--- config.mk ---
export PLATFORM = sky130hd
export DESIGN_NAME = dma_irq_ctrl
export DESIGN_NICKNAME = d
export VERILOG_FILES = /design/src/rtl/dma_irq_pkg.sv /design/src/rtl/dma_irq_bank.sv /design/src/rtl/dma_irq_rdmux.sv /design/src/rtl/dma_irq_ctrl.sv
export SDC_FILE = /design/constraint.sdc
export NUM_CORES = 1
export LEC_CHECK = 0
export ABC_AREA = 1
export BUFFER_PORTS_ARGS = -buffer_cell sky130_fd_sc_hd__buf_2
export CORE_MARGIN = 1.5
export CORE_UTILIZATION = 45
export DETAILED_ROUTE_END_ITERATION = 12
export PLACE_DENSITY = 0.68
export RECOVER_POWER = 100
export SLEW_MARGIN = 10
export SYNTH_ARGS = -nofsm -noshare
export SYNTH_HDL_FRONTEND = slang
export SYNTH_SLANG_ARGS = --single-unit
--- constraint.sdc ---
create_clock -name clk -period 1.3 [get_ports clk]
set_input_delay 0.065 -clock clk [delete_from_list [all_inputs] [get_ports clk]]
set_output_delay 0.065 -clock clk [all_outputs]
set_load 0.005 [all_outputs]
--- src/rtl/dma_irq_pkg.sv ---
// Package: shared constants for the packed channel event interrupt controller.
// Assumes byte addressing with 32-bit registers and four bits per channel.
package dma_irq_pkg;
    localparam int FLD_W      = 4;                 // bits per channel field
    localparam int EVT_W      = 3;                 // live event bits per field
    localparam int WORD_W     = 32;
    localparam int CH_PER_REG = WORD_W / FLD_W;    // channels per register word
    localparam int ADDR_W     = 8;

    localparam logic [ADDR_W-1:0] EN_BASE  = 8'h00;
    localparam logic [ADDR_W-1:0] STS_BASE = 8'h10;
    localparam logic [ADDR_W-1:0] SUM_ADDR = 8'h30;

    // Event index within a channel field
    typedef enum logic [1:0] {
        EVT_HALF  = 2'd0,
        EVT_PKG   = 2'd1,
        EVT_QUEUE = 2'd2
    } evt_kind_e;

    // Field mask with the reserved top bit cleared
    localparam logic [FLD_W-1:0] FLD_MASK = {1'b0, {EVT_W{1'b1}}};
endpackage

--- src/rtl/dma_irq_bank.sv ---
// Module: one register word worth of channels (enable and sticky status).
// Assumes event inputs are single-cycle pulses, and that each write strobe
// is already decoded for this word. Events win over clears in the same cycle.
module dma_irq_bank
    import dma_irq_pkg::*;
#(
    parameter int CH = CH_PER_REG
) (
    input  logic              clk,
    input  logic              rst_n,
    input  logic [CH-1:0]     evt_half,
    input  logic [CH-1:0]     evt_pkg,
    input  logic [CH-1:0]     evt_queue,
    input  logic              en_wr,
    input  logic              sts_wr,
    input  logic [CH*FLD_W-1:0] wdata,
    output logic [CH*FLD_W-1:0] en_q,
    output logic [CH*FLD_W-1:0] sts_q,
    output logic [CH-1:0]     ch_any,
    output logic              pend
);
    localparam int W = CH * FLD_W;

    logic [W-1:0] evt_vec;
    logic [W-1:0] keep_mask;
    logic [W-1:0] clr_vec;

    genvar c;
    generate
        for (c = 0; c < CH; c++) begin : g_ch
            // Pack this channel's three pulses into its field
            assign evt_vec[c*FLD_W +: FLD_W] = {1'b0, evt_queue[c], evt_pkg[c], evt_half[c]};
            assign keep_mask[c*FLD_W +: FLD_W] = FLD_MASK;
            // Per-channel flag: any latched event
            assign ch_any[c] = |sts_q[c*FLD_W +: FLD_W];
        end
    endgenerate

    // Bits cleared by a status write this cycle
    assign clr_vec = sts_wr ? wdata : '0;

    // Enable word: reset to zero, load masked data on write
    always_ff @(posedge clk) begin
        if (!rst_n)
            en_q <= '0;
        else if (en_wr)
            en_q <= wdata & keep_mask;
    end

    // Status word: clear on ones, then OR in new events so they win
    always_ff @(posedge clk) begin
        if (!rst_n)
            sts_q <= '0;
        else
            sts_q <= (sts_q & ~clr_vec) | evt_vec;
    end

    // Gated pending flag for this word
    assign pend = |(sts_q & en_q);
endmodule

--- src/rtl/dma_irq_rdmux.sv ---
// Module: combinational read multiplexer for the enable, status and summary
// words. Assumes the inputs are flat vectors with word r at bits [32r +: 32].
// Unmapped addresses return zero.
module dma_irq_rdmux
    import dma_irq_pkg::*;
#(
    parameter int NUM_REG = 2,
    parameter int NUM_CH  = NUM_REG * CH_PER_REG
) (
    input  logic [ADDR_W-1:0]         addr,
    input  logic [NUM_REG*WORD_W-1:0] en_all,
    input  logic [NUM_REG*WORD_W-1:0] sts_all,
    input  logic [NUM_CH-1:0]         ch_any,
    output logic [WORD_W-1:0]         rdata
);
    // Select the addressed word, or the summary word, or zero
    always_comb begin
        rdata = '0;
        for (int r = 0; r < NUM_REG; r++) begin
            if (addr == EN_BASE + ADDR_W'(4 * r))
                rdata = en_all[r*WORD_W +: WORD_W];
            if (addr == STS_BASE + ADDR_W'(4 * r))
                rdata = sts_all[r*WORD_W +: WORD_W];
        end
        if (addr == SUM_ADDR)
            rdata = WORD_W'(ch_any);
    end
endmodule

--- src/rtl/dma_irq_ctrl.sv ---
// Module: top level of the packed channel event interrupt controller.
// Decodes register writes, instantiates one bank per packed word, and ORs the
// banks' gated pending flags into irq. Assumes one register access per cycle.
module dma_irq_ctrl
    import dma_irq_pkg::*;
#(
    parameter int NUM_CH = 16
) (
    input  logic                  clk,
    input  logic                  rst_n,
    input  logic [NUM_CH-1:0]     evt_half,
    input  logic [NUM_CH-1:0]     evt_pkg,
    input  logic [NUM_CH-1:0]     evt_queue,
    input  logic [ADDR_W-1:0]     reg_addr,
    input  logic [WORD_W-1:0]     reg_wdata,
    input  logic                  reg_wr,
    output logic [WORD_W-1:0]     reg_rdata,
    output logic                  irq
);
    localparam int NUM_REG = (NUM_CH + CH_PER_REG - 1) / CH_PER_REG;

    logic [NUM_REG*WORD_W-1:0] en_all;
    logic [NUM_REG*WORD_W-1:0] sts_all;
    logic [NUM_CH-1:0]         ch_any;
    logic [NUM_REG-1:0]        pend;

    genvar r;
    generate
        for (r = 0; r < NUM_REG; r++) begin : g_bank
            logic en_wr, sts_wr;
            // Write decode for this word
            assign en_wr  = reg_wr && (reg_addr == EN_BASE  + ADDR_W'(4 * r));
            assign sts_wr = reg_wr && (reg_addr == STS_BASE + ADDR_W'(4 * r));

            dma_irq_bank #(.CH(CH_PER_REG)) i_bank (
                .clk      (clk),
                .rst_n    (rst_n),
                .evt_half (evt_half [r*CH_PER_REG +: CH_PER_REG]),
                .evt_pkg  (evt_pkg  [r*CH_PER_REG +: CH_PER_REG]),
                .evt_queue(evt_queue[r*CH_PER_REG +: CH_PER_REG]),
                .en_wr    (en_wr),
                .sts_wr   (sts_wr),
                .wdata    (reg_wdata),
                .en_q     (en_all [r*WORD_W +: WORD_W]),
                .sts_q    (sts_all[r*WORD_W +: WORD_W]),
                .ch_any   (ch_any [r*CH_PER_REG +: CH_PER_REG]),
                .pend     (pend[r])
            );
        end
    endgenerate

    dma_irq_rdmux #(.NUM_REG(NUM_REG), .NUM_CH(NUM_CH)) i_rdmux (
        .addr   (reg_addr),
        .en_all (en_all),
        .sts_all(sts_all),
        .ch_any (ch_any),
        .rdata  (reg_rdata)
    );

    // Combined interrupt from all words
    assign irq = |pend;
endmodule

==> flow_metrics.env, run 1 <==
export IMPL_synthDistinctLibCells=27
export IMPL_max_capacitance_violation_count=0
export IMPL_combinationalPowerShare_pct=12.6
export IMPL_gpl_final_weighted_congestion=0.871
export IMPL_worst_r2r_startpoint="g_bank[0].i_bank.sts_q[12]$_SDFF_PN0_"
export IMPL_dr_total_vias=6841
export IMPL_hpwl_microns=13200
export IMPL_floorplan_initialDensity_pct=46.7
export IMPL_antenna_found_initial=0
export IMPL_multi_input_gate_area_sq_mm=0.00330
export IMPL_drc_violations_left=0
export IMPL_post_synth_top_area_fraction_pct=37.6
export IMPL_clock_insertion_delay_worst_skew_ps=360
export IMPL_timing_critical_path_arrival_ps=1510
export IMPL_post_route_cells_drive_above_1_share_pct=32.6
export IMPL_grt_max_degree=50
export IMPL_worstPathCellList="nand2_1 -> nand2_2 -> nor2_4 -> nand2_2 -> nor3_2 -> nand3_2 -> buf_2"
export IMPL_chipWidth_microns=118
export IMPL_utilization_pct=67.6
export IMPL_switching_share_pct=25.5
export IMPL_tightest_slew_ps=475
export IMPL_worst_path_dominant_cell_family="simple AND/OR/NAND/NOR gates"
export IMPL_min_delay_path_class="in2reg"
export IMPL_worst_slack_ps=-279
export IMPL_numPortBuffers=123
export IMPL_worst_hold_path_num_cells=3
export IMPL_worst_setup_path_start_kind="flip-flop"
export IMPL_critical_path_n_buffers_inverters=1
export IMPL_max_freq_mhz=633
export IMPL_h_tree_levels=3
export IMPL_antenna_cells=0
export IMPL_ys_seq_area_share_pct=37.6
export IMPL_grt_pass1_vias=6163
export IMPL_floorplan_die_area_sq_mm=0.0140
export IMPL_max_stage_delay_ps=330
export IMPL_final_antenna_net_count=0
export IMPL_placed_cell_area_sq_mm=0.00701
export IMPL_cts_root_buffer_cell="sky130_fd_sc_hd__clkbuf_16"
export IMPL_synth_enable_flop_cells=0
export IMPL_avg_wl_per_cell_microns=15.9
export IMPL_final_min_period_over_clock_period_pct=121
export IMPL_cp_num_cells=7
export IMPL_switching_power_w=0.00192
export IMPL_bufs_on_longest_clock_path=2
export IMPL_worst_path_most_repeated_cell="sky130_fd_sc_hd__nand2_2"
export IMPL_layout_filler_cells=1122
export IMPL_vdd_ir_drop_max_mv=0.699
export IMPL_layout_cell_area_non_filler_sq_mm=0.00864
export IMPL_syn_to_final_growth_pct=44.7
export IMPL_timing_critical_path_to_type="output port"
export IMPL_ff_latch_area_sq_mm=0.00230
export IMPL_hold_violations=0
export IMPL_pin_count=124
export IMPL_dr_pass1_iters=7
export IMPL_p_int_w=0.00562
export IMPL_syn_num_nets=1017
export IMPL_failing_checks="negative setup slack"
export IMPL_fin_worst_hold_slack_ps=7.96
export IMPL_crit_path_start="g_bank[0].i_bank.en_q[29]$_SDFFE_PN0P_"
export IMPL_die_height_microns=118
export IMPL_setup_worst_path_end="irq"
export IMPL_post_route_minimum_period_ps=1580
export IMPL_seq_power_share_pct=48.7
export IMPL_worstRegToRegCells=4
export IMPL_setup_viol_count_final=35
export IMPL_main_flop_type_after_synthesis="sky130_fd_sc_hd__dfxtp_1"
export IMPL_power_w=0.00754
export IMPL_status="complete, but fails checks"
export IMPL_cts_made_buffers=9
export IMPL_crit_reg2reg_capture="g_bank[0].i_bank.sts_q[12]$_SDFF_PN0_"
export IMPL_tritoncts="yes"
export IMPL_reg2reg_setup_slack_ps=470
export IMPL_synthDominantAreaCellType="sky130_fd_sc_hd__dfxtp_1"
export IMPL_clk_pin_slew_worst_paths_ps=70
export IMPL_synthesis_instances=926
export IMPL_drt_initial_drc_count=600
export IMPL_max_slew_margin_rel_pct=68.3
export IMPL_core_sq_mm=0.0128
export IMPL_critical_path_peak_fanout=3
export IMPL_wl_microns=21000
export IMPL_synth_area_per_cell_sq_um=6.45
export IMPL_final_max_slew_viol_count=0
export IMPL_global_route_wire_length_before_repair_microns=31300
export IMPL_async_flop_share_pct=0
export IMPL_critPathRequiredTime_ps=1240
export IMPL_track_usage_pct=27.9
export IMPL_power_density_cell_area_mw_per_mm2=873
export IMPL_synthesis_area_sq_mm=0.00597
export IMPL_ys_top_cells_by_area="sky130_fd_sc_hd__dfxtp_1, sky130_fd_sc_hd__nand2_1, sky130_fd_sc_hd__nor2_1, sky130_fd_sc_hd__inv_1, sky130_fd_sc_hd__nand3_1"
export IMPL_rows=41
export IMPL_num_nets_final=1238
export IMPL_cts_sink_count=112
export IMPL_yosys_warnings=0
export IMPL_p_leak_nw=4.10
export IMPL_drt_vias_per_instance=5.17
export IMPL_p_clk_share_pct=38.7
export IMPL_timing_setup_critical_path_class="reg2out"
export IMPL_synth_seq_cells=112
export IMPL_rsz0062_at_grt="yes"
export IMPL_clock_skew_ps=0
export IMPL_total_grt_overflow=0
export IMPL_crit_path_top_delay_cell="sky130_fd_sc_hd__dfxtp_1"
[per-stage QoR]
stage          cells  TNS, ps  setup slack, ps
6_report        1324    -3710             -279
3_5_place_dp    1218    -2330             -134
5_1_grt         1324    -8490             -323
4_1_cts         1308    -1790             -292
3_3_place_gp    1218    -1960             -105
2_1_floorplan    926        0              281
[worst register-to-register path: stages (launching register included)]
cell and delay (ps):
sky130_fd_sc_hd__dfxtp_4 370, sky130_fd_sc_hd__buf_6 120, sky130_fd_sc_hd__buf_4 120, sky130_fd_sc_hd__nand2_1 50
sky130_fd_sc_hd__a21oi_1 50
[metal layers]
layer  up-vias  track usage (%)  share of wire, %
li1       3384                -                 -
met1      3111             36.9                42
met2       320             46.9                48
met3        26             4.58               8.1
met4         0             7.85               1.7
met5         -                0                 0
[cells by family (layout without fill, tap and decap cells)]
family          Yosys count  in the layout  synth area share (%)
flops                   112            112                  37.6
compound gates          144            144                  12.2
simple gates            496            497                  37.4
buf+inv                 174            399                  12.8
[timing repair]
action	CTS	global route
gates cloned	0	4
hold buffers	66	0
endpoints found under the hold margin	78	0
pin swaps	38	67
setup endpoints to repair	32	33
resized for setup	102	106
buffers inserted	8	13
[placed cells by master (no fill, tap or decap), drive strengths merged]
cell type / count
nor3: 27
a21oi: 58
nand3: 68
or3: 4
nand4: 27
o21bai: 2
inv: 127
dlymetal6s2s: 1
dlygate4sd3: 66
nand3b: 1
dfxtp: 112
o22ai: 4
nor2: 142
clkinvlp: 1
o21ai: 80
bufinv: 1
clkinv: 2
nand2: 226
buf: 177
nor4: 2
clkbuf: 24
[power groups by stage]
stage	clock (W)	sequential, W	combinational, W
6_report	0.00292	0.00367	0.000954
5_1_grt	0.00307	0.00368	0.00104
4_1_cts	0.00294	0.00365	0.000869
3_5_place_dp	0	0.00371	0.000664
3_3_place_gp	0	0.00371	0.000659
2_1_floorplan	0	0.00368	0.000325
[state kept, by name, indices dropped and copies added (netlist names)]
signal               count
g_bank.i_bank.en_q      48
g_bank.i_bank.sts_q     64
[how the worst min path moves through the flow]
stage	startpoint	to	slack (ps)
2_1_floorplan	reg_wdata[31]	g_bank[1].i_bank.sts_q[31]$_SDFF_PN0_	160
3_3_place_gp	reg_wdata[27]	g_bank[1].i_bank.sts_q[27]$_SDFF_PN0_	290
3_5_place_dp	reg_wdata[15]	g_bank[1].i_bank.sts_q[15]$_SDFF_PN0_	290
4_1_cts	reg_wdata[30]	g_bank[1].i_bank.en_q[30]$_SDFFE_PN0P_	3
5_1_grt	reg_wdata[9]	g_bank[1].i_bank.en_q[9]$_SDFFE_PN0P_	20
6_report	reg_wdata[0]	g_bank[1].i_bank.en_q[0]$_SDFFE_PN0P_	8
[synth_stat cells, types with 7 or more instances]
library cell / n
sky130_fd_sc_hd__a21oi_1: 58
sky130_fd_sc_hd__buf_2: 21
sky130_fd_sc_hd__buf_6: 10
sky130_fd_sc_hd__clkbuf_1: 12
sky130_fd_sc_hd__dfxtp_1: 112
sky130_fd_sc_hd__inv_1: 119
sky130_fd_sc_hd__inv_2: 7
sky130_fd_sc_hd__nand2_1: 220
sky130_fd_sc_hd__nand3_1: 68
sky130_fd_sc_hd__nand4_1: 27
sky130_fd_sc_hd__nor2_1: 134
sky130_fd_sc_hd__nor3_1: 7
sky130_fd_sc_hd__nor3_2: 20
sky130_fd_sc_hd__o21ai_0: 35
sky130_fd_sc_hd__o21ai_1: 45
[layout make-up]
type / count / share of cell area (%)
clock buffers: 12 / 2.97
clock inverters: 4 / 0.594
inverters: 127 / 5.72
multi-input cells: 641 / 38.2
flip-flops and latches: 112 / 26.6
well taps: 172 / 2.49
repair buffers: 256 / 23.4
Power figures use the tool's default switching activity.
==> inputs of run 2 (changes only) <==
SYNTH_HIERARCHICAL = 1   (was unset)
==> run 2 against run 1 <==
The run still ends with negative setup slack left. Via count up 4.5%. Power up 2.1%. Critical path type unchanged. Non-clock buffer count up 44. Combinational power up 17%.
==> flow_metrics.env, run 2 <==
export IMPL_synthesis_area_sq_mm=0.00594
export IMPL_floorplan_die_area_sq_mm=0.0139
export IMPL_yosys_warnings=6
export IMPL_max_freq_mhz=616
export IMPL_dr_total_vias=7149
export IMPL_global_route_wire_length_before_repair_microns=32600
export IMPL_status="complete, but fails checks"
export IMPL_synth_seq_cells=112
export IMPL_tightest_slew_ps=607
export IMPL_largest_register="g_bank.i_bank/sts_q"
export IMPL_worst_path_most_repeated_cell="sky130_fd_sc_hd__nand2_1"
export IMPL_post_route_cells_drive_above_1_share_pct=33.6
export IMPL_synthesis_instances=946
export IMPL_highest_metal_layer_with_signal_wires="met4"
export IMPL_synthDominantAreaCellType="sky130_fd_sc_hd__dfxtp_1"
export IMPL_floorplan_initialDensity_pct=46.5
export IMPL_largest_reg_flops=64
export IMPL_wl_microns=21900
export IMPL_m1WireLength_microns=9100
export IMPL_track_usage_pct=29.7
export IMPL_finalNonFillerCells=1388
export IMPL_drc_violations_left=0
export IMPL_max_capacitance_violation_count=0
export IMPL_chipWidth_microns=118
export IMPL_biggestRegsByFlops="g_bank.i_bank/sts_q (64), g_bank.i_bank/en_q (48)"
export IMPL_timing_critical_path_to_type="output port"
export IMPL_clock_insertion_delay_worst_skew_ps=360
export IMPL_avg_wl_per_cell_microns=15.8
export IMPL_worstPathCellList="nand2_1 -> nand2_1 -> nor2_1 -> nand2_1 -> nor2_1 -> nand2_1 -> or2_4 -> buf_6"
export IMPL_drt_vias_per_instance=5.15
export IMPL_power_w=0.00770
export IMPL_h_tree_levels=3
export IMPL_failing_checks="negative setup slack"
export IMPL_post_route_minimum_period_ps=1620
export IMPL_dr_pass1_iters=5
export IMPL_grt_max_degree=36
export IMPL_drt_initial_drc_count=673
export IMPL_gpl_final_weighted_congestion=0.848
export IMPL_placed_cells=1277
export IMPL_final_max_slew_viol_count=0
export IMPL_worst_path_dominant_cell_family="simple AND/OR/NAND/NOR gates"
export IMPL_layout_commonest_cell="sky130_fd_sc_hd__nor2_1"
export IMPL_syn_to_final_growth_pct=52.4
export IMPL_cts_sink_count=112
export IMPL_clk_pin_slew_worst_paths_ps=80
export IMPL_layout_filler_cells=1026
export IMPL_max_slew_margin_rel_pct=59.5
export IMPL_hold_violations=0
export IMPL_final_antenna_net_count=0
export IMPL_timing_critical_path_arrival_ps=1560
export IMPL_final_min_period_over_clock_period_pct=125
export IMPL_clock_skew_ps=0
export IMPL_cts_made_buffers=9
export IMPL_cts_root_buffer_cell="sky130_fd_sc_hd__clkbuf_16"
export IMPL_synth_area_per_cell_sq_um=6.28
export IMPL_antenna_found_initial=0
export IMPL_rsz0062_at_grt="yes"
export IMPL_core_sq_mm=0.0128
export IMPL_pin_count=124
export IMPL_critical_path_peak_fanout=3
export IMPL_post_synth_top_count_cell="sky130_fd_sc_hd__nand2_1"
export IMPL_total_grt_overflow=0
export IMPL_vdd_ir_drop_max_mv=0.769
export IMPL_setup_viol_count_final=44
export IMPL_crit_path_top_delay_cell="sky130_fd_sc_hd__dfxtp_1"
export IMPL_main_flop_type_after_synthesis="sky130_fd_sc_hd__dfxtp_1"
export IMPL_max_stage_delay_ps=350
export IMPL_critical_path_n_buffers_inverters=1
export IMPL_numPortBuffers=123
export IMPL_power_density_cell_area_mw_per_mm2=850
export IMPL_min_delay_path_class="in2reg"
export IMPL_grt_pass1_vias=6515
export IMPL_antenna_cells=0
export IMPL_hpwl_microns=13700
export IMPL_p_leak_nw=4.48
export IMPL_worst_slack_ps=-323
export IMPL_critPathRequiredTime_ps=1240
export IMPL_ys_seq_area_share_pct=37.7
export IMPL_ys_top_cells_by_area="sky130_fd_sc_hd__dfxtp_1, sky130_fd_sc_hd__nand2_1, sky130_fd_sc_hd__nor2_1, sky130_fd_sc_hd__a21oi_1, sky130_fd_sc_hd__nand3_1"
export IMPL_layout_cells_most_common_list="sky130_fd_sc_hd__nor2_1, sky130_fd_sc_hd__nand2_1, sky130_fd_sc_hd__buf_2"
export IMPL_met2_wirelength_microns=10200
export IMPL_met3_routed_wl_microns=1870
export IMPL_async_flop_share_pct=0
export IMPL_num_nets_final=1303
export IMPL_post_synth_top_area_fraction_pct=37.7
export IMPL_synth_common_cells="sky130_fd_sc_hd__nand2_1, sky130_fd_sc_hd__nor2_1, sky130_fd_sc_hd__dfxtp_1"
export IMPL_timing_setup_critical_path_class="reg2out"
export IMPL_worst_setup_path_start_kind="flip-flop"
export IMPL_bufs_on_longest_clock_path=2
export IMPL_rows=41
export IMPL_die_height_microns=118
export IMPL_synth_enable_flop_cells=0
export IMPL_synthDistinctLibCells=22
export IMPL_tritoncts="yes"
## run 2: cell types whose count changed after synthesis, sizes merged, moves of 4 or more
cell / change
a21oi: +14
buf: +22
clkbuf: -10
inv: -75
nand2: +37
nand4: -22
nor2: +116
nor3: -27
o21ai: -24
o22ai: -4
or3: -4
## run 2: kinds of logic (layout without fill, tap and decap cells)
family / Yosys count / count (layout) / synth area share (%)
AO/OA/AOI/OAI: 128 / 128 / 10.8
buffers and inverters: 110 / 366 / 10.8
flip-flops: 112 / 112 / 37.7
other: 2 / 16 / 0.126
AND/OR/NAND/NOR: 594 / 594 / 40.6
## run 2: worst paths after layout
kind | to | cells after the start | slack, ps | startpoint
worst min-delay path | g_bank[1].i_bank/en_q[17]$_SDFFE_PN0P_ | 3 | 20 | reg_wdata[17]
worst min register to register | g_bank[0].i_bank/sts_q[19]$_SDFF_PN0_ | 2 | 450 | g_bank[0].i_bank/sts_q[19]$_SDFF_PN0_
worst max-delay path | irq | 8 | -320 | g_bank[0].i_bank/en_q[20]$_SDFFE_PN0P_
worst max register to register | g_bank[1].i_bank/sts_q[5]$_SDFF_PN0_ | 4 | 420 | g_bank[1].i_bank/sts_q[5]$_SDFF_PN0_
## run 2: area by class of cell
cell class / count / area [sq um] / area share, %
Clock buffer: 11 / 253 / 2.79
Multi-Input combinational cell: 738 / 3560 / 39.3
Tap cell: 172 / 215 / 2.38
Timing Repair Buffer: 300 / 2460 / 27.2
Inverter: 51 / 199 / 2.20
Sequential cell: 112 / 2310 / 25.5
Clock inverter: 4 / 53.8 / 0.594
## run 2: report_power, final
| part | internal [W] | total, W | switching [W] |
|---|---|---|---|
| clock | 0.00159 | 0.00293 | 0.00133 |
| sequential | 0.00355 | 0.00365 | 0.0000920 |
| combinational | 0.000590 | 0.00112 | 0.000531 |
| total | 0.00574 | 0.00770 | 0.00196 |
## run 2: what timing repair did
item,in CTS,in global routing
endpoints found under the hold margin,107,0
setup buffers,3,15
resized for setup,85,164
hold buffers,79,0
pin swaps,50,76
cloned,0,5
setup endpoints to repair,19,33
## run 2: metrics by stage
step | instance area, sq um | setup slack [ps] | hold WS [ps] | util (%) | setup TNS [ps]
2_1_floorplan | 5990 | 280 | 152 | - | 0
3_3_place_gp | 7100 | -71.4 | 257 | 55.6 | -113
3_5_place_dp | 7100 | -63.0 | 258 | 55.6 | -191
4_1_cts | 8450 | -316 | 11.1 | 66.1 | -966
5_1_grt | 9050 | -396 | 34.9 | 70.9 | -9640
6_report | 9050 | -323 | 20.4 | 70.9 | -3690
## run 2: worst reg2reg max path: cells and delay by family, from the launching register on
kind | cells | cell delay, ps
DFF | 1 | 330
buffers and inverters | 2 | 230
AOI/OAI and AO/OA | 1 | 140
and+or+nand+nor | 1 | 50
## run 2: metal layers
layer  vias up  GRT usage, %
met2       342          48.0
met5         -             0
met1      3270          38.9
li1       3477             -
met3        60          4.55
met4         0          14.3
